`config.mk`:
```
export PLATFORM = sky130hd
export DESIGN_NAME = fma_array_mac
export DESIGN_NICKNAME = d
export VERILOG_FILES = /design/src/rtl/fma_pkg.sv /design/src/rtl/fma_csa_row.sv /design/src/rtl/fma_stage.sv /design/src/rtl/fma_cpa.sv /design/src/rtl/fma_array_mac.sv
export SDC_FILE = /design/constraint.sdc
export NUM_CORES = 1
export LEC_CHECK = 0
export BUFFER_PORTS_ARGS = -buffer_cell sky130_fd_sc_hd__buf_2
export CORE_MARGIN = 2
export CORE_UTILIZATION = 58
export CTS_CLUSTER_SIZE = 14
export DETAILED_ROUTE_END_ITERATION = 6
export PLACE_DENSITY = 0.85
export SLEW_MARGIN = 20
export SYNTH_ARGS = -nofsm -noshare
export SYNTH_HDL_FRONTEND = slang
export SYNTH_HIERARCHICAL = 1
export SYNTH_SLANG_ARGS = --single-unit
```
`constraint.sdc`:
```
create_clock -name clk -period 7 [get_ports clk]
set_clock_uncertainty 0.2 [all_clocks]
set_input_delay 0.7 -clock clk [delete_from_list [all_inputs] [get_ports clk]]
set_output_delay 0.7 -clock clk [all_outputs]
set_load 0.05 [all_outputs]
```
`src/rtl/fma_pkg.sv`:
```
package fma_pkg;

   // Partial-product bit of one array cell: AND of the operand bits,
   // inverted where exactly one of them is a sign bit.
   function automatic logic cell_pp(input logic a_bit, input logic x_bit, input logic flip);
      return (a_bit & x_bit) ^ flip;
   endfunction

   // Cycles from in_valid to out_valid for a given build.
   function automatic int unsigned pipe_latency(input int unsigned n, input bit piped);
      return piped ? n + 1 : 1;
   endfunction

endpackage

```
`src/rtl/fma_csa_row.sv`:
```
module fma_csa_row #(
   parameter int unsigned N   = 8,
   parameter int unsigned ROW = 0
) (
   input  logic [2*N-1:0] sum_in,
   input  logic [2*N-1:0] carry_in,
   input  logic [N-1:0]   op_a,
   input  logic           x_bit,
   output logic [2*N-1:0] sum_out,
   output logic [2*N-1:0] carry_out
);
   localparam int unsigned W = 2 * N;

   logic [W-1:0] pp_w;
   logic [W-2:0] cy_w;

   for (genvar b = 0; b < W; b++) begin : g_cell
      if (b >= ROW && b < ROW + N) begin : g_pp
         localparam int unsigned IDX  = b - ROW;
         localparam bit          FLIP = (IDX == N - 1) != (ROW == N - 1);
         assign pp_w[b] = fma_pkg::cell_pp(op_a[IDX], x_bit, FLIP);
      end else begin : g_zero
         assign pp_w[b] = 1'b0;
      end

      assign sum_out[b] = sum_in[b] ^ carry_in[b] ^ pp_w[b];

      if (b < W - 1) begin : g_cy
         assign cy_w[b] = (sum_in[b] & carry_in[b]) | (sum_in[b] & pp_w[b]) |
                          (carry_in[b] & pp_w[b]);
      end
   end

   assign carry_out = {cy_w, 1'b0};

endmodule

```
`src/rtl/fma_stage.sv`:
```
module fma_stage #(
   parameter int unsigned DW = 8
) (
   input  logic          clk,
   input  logic          rst_n,
   input  logic          in_valid,
   input  logic [DW-1:0] in_data,
   output logic          out_valid,
   output logic [DW-1:0] out_data
);
   always_ff @(posedge clk or negedge rst_n) begin
      if (!rst_n) begin
         out_valid <= 1'b0;
         out_data  <= '0;
      end else begin
         out_valid <= in_valid;
         if (in_valid) out_data <= in_data;
      end
   end

   // each stage delays the valid flag by exactly one cycle
   assert_valid_step_R4: assert property (@(posedge clk) disable iff (!rst_n)
      $past(rst_n) |-> (out_valid == $past(in_valid)))
      else $error("stage valid flag not delayed by one cycle");

   // data is frozen across a cycle that carried no valid set
   assert_hold_idle_R6: assert property (@(posedge clk) disable iff (!rst_n)
      ($past(rst_n) && !$past(in_valid)) |-> $stable(out_data))
      else $error("stage data changed without a valid set");

endmodule

```
`src/rtl/fma_cpa.sv`:
```
module fma_cpa #(
   parameter int unsigned W = 16
) (
   input  logic [W-1:0] op_s,
   input  logic [W-1:0] op_c,
   output logic [W-1:0] total
);
   logic [W-1:0] rip;

   assign rip[0] = 1'b0;

   for (genvar b = 0; b < W; b++) begin : g_bit
      assign total[b] = op_s[b] ^ op_c[b] ^ rip[b];
      if (b < W - 1) begin : g_rip
         assign rip[b+1] = (op_s[b] & op_c[b]) | (op_s[b] & rip[b]) | (op_c[b] & rip[b]);
      end
   end

endmodule

```
`src/rtl/fma_array_mac.sv`:
```
module fma_array_mac #(
   parameter int unsigned N        = 8,
   parameter bit          PIPELINE = 1'b1
) (
   input  logic           clk,
   input  logic           rst_n,
   input  logic           in_valid,
   input  logic [N-1:0]   in_a,
   input  logic [N-1:0]   in_x,
   input  logic [2*N-1:0] in_y,
   output logic           out_valid,
   output logic [2*N-1:0] out_result
);
   localparam int unsigned W   = 2 * N;
   localparam int unsigned LW  = 2 * W + 2 * N;
   localparam int unsigned LAT = fma_pkg::pipe_latency(N, PIPELINE);
   localparam logic [W-1:0] SIGN_FIX = (W'(1) << N) | (W'(1) << (W - 1));

   if (N < 2 || N > 31) begin : g_bad_width
      $error("fma_array_mac: N must lie in 2..31");
   end

   logic [W-1:0] s_lane [0:N];
   logic [W-1:0] c_lane [0:N];
   logic [N-1:0] a_lane [0:N];
   logic [N-1:0] x_lane [0:N];
   logic         v_lane [0:N];

   assign s_lane[0] = in_y;
   assign c_lane[0] = SIGN_FIX;
   assign a_lane[0] = in_a;
   assign x_lane[0] = in_x;
   assign v_lane[0] = in_valid;

   for (genvar r = 0; r < N; r++) begin : g_row
      logic [W-1:0] row_s;
      logic [W-1:0] row_c;

      fma_csa_row #(.N(N), .ROW(r)) u_row (
         .sum_in   (s_lane[r]),
         .carry_in (c_lane[r]),
         .op_a     (a_lane[r]),
         .x_bit    (x_lane[r][r]),
         .sum_out  (row_s),
         .carry_out(row_c)
      );

      if (PIPELINE) begin : g_reg
         logic [LW-1:0] stage_q;
         fma_stage #(.DW(LW)) u_stage (
            .clk      (clk),
            .rst_n    (rst_n),
            .in_valid (v_lane[r]),
            .in_data  ({row_s, row_c, a_lane[r], x_lane[r]}),
            .out_valid(v_lane[r+1]),
            .out_data (stage_q)
         );
         assign {s_lane[r+1], c_lane[r+1], a_lane[r+1], x_lane[r+1]} = stage_q;
      end else begin : g_wire
         assign s_lane[r+1] = row_s;
         assign c_lane[r+1] = row_c;
         assign a_lane[r+1] = a_lane[r];
         assign x_lane[r+1] = x_lane[r];
         assign v_lane[r+1] = v_lane[r];
      end
   end

   logic [W-1:0] cpa_sum;

   fma_cpa #(.W(W)) u_cpa (
      .op_s (s_lane[N]),
      .op_c (c_lane[N]),
      .total(cpa_sum)
   );

   fma_stage #(.DW(W)) u_out (
      .clk      (clk),
      .rst_n    (rst_n),
      .in_valid (v_lane[N]),
      .in_data  (cpa_sum),
      .out_valid(out_valid),
      .out_data (out_result)
   );

   // Checker: number of operand sets between input and output
   int unsigned chk_inflight;
   always_ff @(posedge clk or negedge rst_n) begin
      if (!rst_n) chk_inflight <= 0;
      else chk_inflight <= chk_inflight + (in_valid ? 1 : 0) - (out_valid ? 1 : 0);
   end

   // at most one set per pipeline slot is ever outstanding
   assert_inflight_bound_R5: assert property (@(posedge clk) disable iff (!rst_n)
      chk_inflight <= LAT)
      else $error("more sets in flight than pipeline slots");

   // a result never appears without an accepted operand set
   assert_out_needs_in_R4: assert property (@(posedge clk) disable iff (!rst_n)
      out_valid |-> (chk_inflight != 0))
      else $error("out_valid without a pending operand set");

   if (!PIPELINE) begin : g_flat_chk
      logic [W-1:0] flat_ref;
      assign flat_ref = W'($signed({{N{in_a[N-1]}}, in_a}) * $signed({{N{in_x[N-1]}}, in_x}))
                        + in_y;
      // combinational array agrees with a behavioural multiply-add
      assert_flat_result_R1: assert property (@(posedge clk) disable iff (!rst_n)
         ($past(rst_n) && out_valid) |-> (out_result == $past(flat_ref)))
         else $error("array result differs from a*x+y");
   end

endmodule

```
==> run summary <==
DR vias/cell -> 5.00
row cnt -> 64
largest net degree at the start of global routing -> 148
Routed Antenna Nets -> 0
Critical Path Sink Type -> flip-flop
final setup vio count -> 0
DRT Wirelength -> 27.6 mm
First DRT Iteration DRCs -> 429
drt pass-1 iters -> 4
die height -> 179 um
gr usage total -> 18.1%
PortBufs -> 51
minimum clock period -> 6.82 ns
Max Transition Viols Final -> 0
maximum clock path buffer count -> 3
Max-Cap Viols -> 0
hold buffer count at CTS -> 0
first-pass GRT wire length -> 48.8 mm
R2R Path Start -> g_row[7].g_reg.u_stage/out_data[32]
Synthesis Warnings -> 6
worst-margin pin slew -> 0.868 ns
Crit. Startpoint -> g_row[7].g_reg.u_stage/out_data[32]
H-tree depth -> 2
DRC Markers -> 0
clock sinks -> 365
CTS Root Buffer Type -> clkbuf_16
Congestion Overflow GR -> 0
Ant. Diodes -> 0
slowest stage delay, CP -> 0.41 ns
Max-slew headroom -> 42.2%
Post-Place Worst Slack -> -0.184 ns
RSZ-0062 raised after global routing -> no
I/O Pins -> 52
Final Hold Fails -> 0
mapped cell area -> 0.0179 sq mm
via count -> 8668
worst reg-to-reg setup slack -> 0.18 ns
Mean Syn Cell Area -> 14.4 sq um
Die W -> 179 um
crit-path most repeated cell -> fa_2
power per cell area -> 406 mW/mm^2
die area -> 0.0322 sq mm
Post-Route Setup TNS -> 0 ns
total power -> 7.96 mW
status -> complete, no violations
synthesized netlist cell count -> 1244
most frequent cells in the layout -> dfrtp_1, inv_1, mux2_2
Core Area -> 0.0304 sq mm
Worst Path Buf+Inv -> 0
clock buffer count from CTS -> 38
CP Class -> flip-flop to flip-flop
crit-path cells -> ha_1 -> fa_2 -> fa_2 -> fa_1 -> fa_1 -> fa_2 -> fa_1 -> fa_2 -> fa_2 -> fa_2 -> fa_2 -> fa_1 -> fa_2 -> fa_1 -> fa_1 -> xor3_1 -> mux2_2
VDD IR-drop max -> 0.193 mV
Min-Delay Path Class -> input port to async pin
proportion of layout cells with a drive suffix above 1 -> 36.9%
Max Clock Freq -> 147 MHz
cell family with most CP delay -> adder cells
initial core utilization -> 58.7%
Clk Latency, worst-skew pair -> 0.52 ns
Area Overhead vs Synth -> 9.93%
P_leak -> 10.1 nW
vias in the first global route -> 9744
worst r2r path cells -> 17
worst-path maximum fanout -> 2
worst r2r dst -> u_out/out_data[15]
routability cong. -> 0.722
CTS tree -> built
Worst path slowest cell -> fa_1
drt wl/cell -> 15.9 um
most common library cell in the layout ignoring fill and taps -> dfrtp_1
period utilization -> 97.5%
Critical Path RT -> 7.19 ns
nets@finish -> 1477
Detailed Place HPWL -> 18.5 mm
type of origin of the critical path -> flip-flop
post-route setup slack -> 0.178 ns
clock-pin slew on the worst setup and hold paths -> 0.06 ns
initial antenna violation count -> 0
CP arrival -> 7.01 ns
-- metrics by stage --
step,std cells,utilization [%],cell area (sq um),hold slack (ns)
3_3_place_gp,1663,60.2,18300,0.285
3_5_place_dp,1663,60.2,18300,0.293
5_1_grt,1732,64.5,19600,0.124
2_1_floorplan,1258,-,17900,0.174
6_report,1732,64.5,19600,0.0511
4_1_cts,1732,64.5,19600,0.0936
-- final cells by class --
| class | count | area [sq um] |
|---|---|---|
| clock buffers | 47 | 1050 |
| clock inverters | 22 | 248 |
| fillers | 2168 | 10800 |
| inverters | 256 | 961 |
| multi-input cells | 588 | 7400 |
| flip-flops and latches | 365 | 9150 |
| well taps | 396 | 495 |
| repair buffers | 58 | 330 |
-- state kept, by name (all words and copies together) (netlist names) --
| name | cells |
|---|---|
| u_out/out_valid | 1 |
| g_row.g_reg.u_stage/out_valid | 8 |
| u_out/out_data | 16 |
| g_row.g_reg.u_stage/out_data | 340 |
-- metal layers --
layer	vias up	share of wire, %	track usage [%]	wire, um
met1	4462	47	25.1	12900
met2	114	48	30.0	13400
met4	0	2.1	5.04	586
li1	4035	-	-	-
met3	57	2.6	2.71	724
met5	-	0	0	0
-- repair_timing --
item,CTS,global route
gates resized for setup,5,3
setup endpoints to repair,1,1
setup buffers,0,0
cloned,0,0
hold endpoints to repair,0,0
-- power by group --
group          total [mW]  switching [mW]  leakage (nW)  internal, mW
clock                2.06           0.814         0.645          1.25
sequential           3.34           0.523          4.42          2.81
combinational        2.56            1.11          5.04          1.45
total                7.96            2.45          10.1          5.51
-- worst max-delay path by stage --
stage | slack (ns) | depth (start not counted) | endpoint
finish | 0.18 | 17 | u_out/out_data[15]
global route | 0.02 | 17 | u_out/out_data[15]
CTS | 0.02 | 17 | u_out/out_data[15]
detailed placement | -0.18 | 17 | u_out/out_data[15]
global placement | -0.02 | 17 | u_out/out_data[15]
floorplan | 0.23 | 17 | u_out/out_data[15]
No activity file was read; power rests on OpenSTA's default activity.
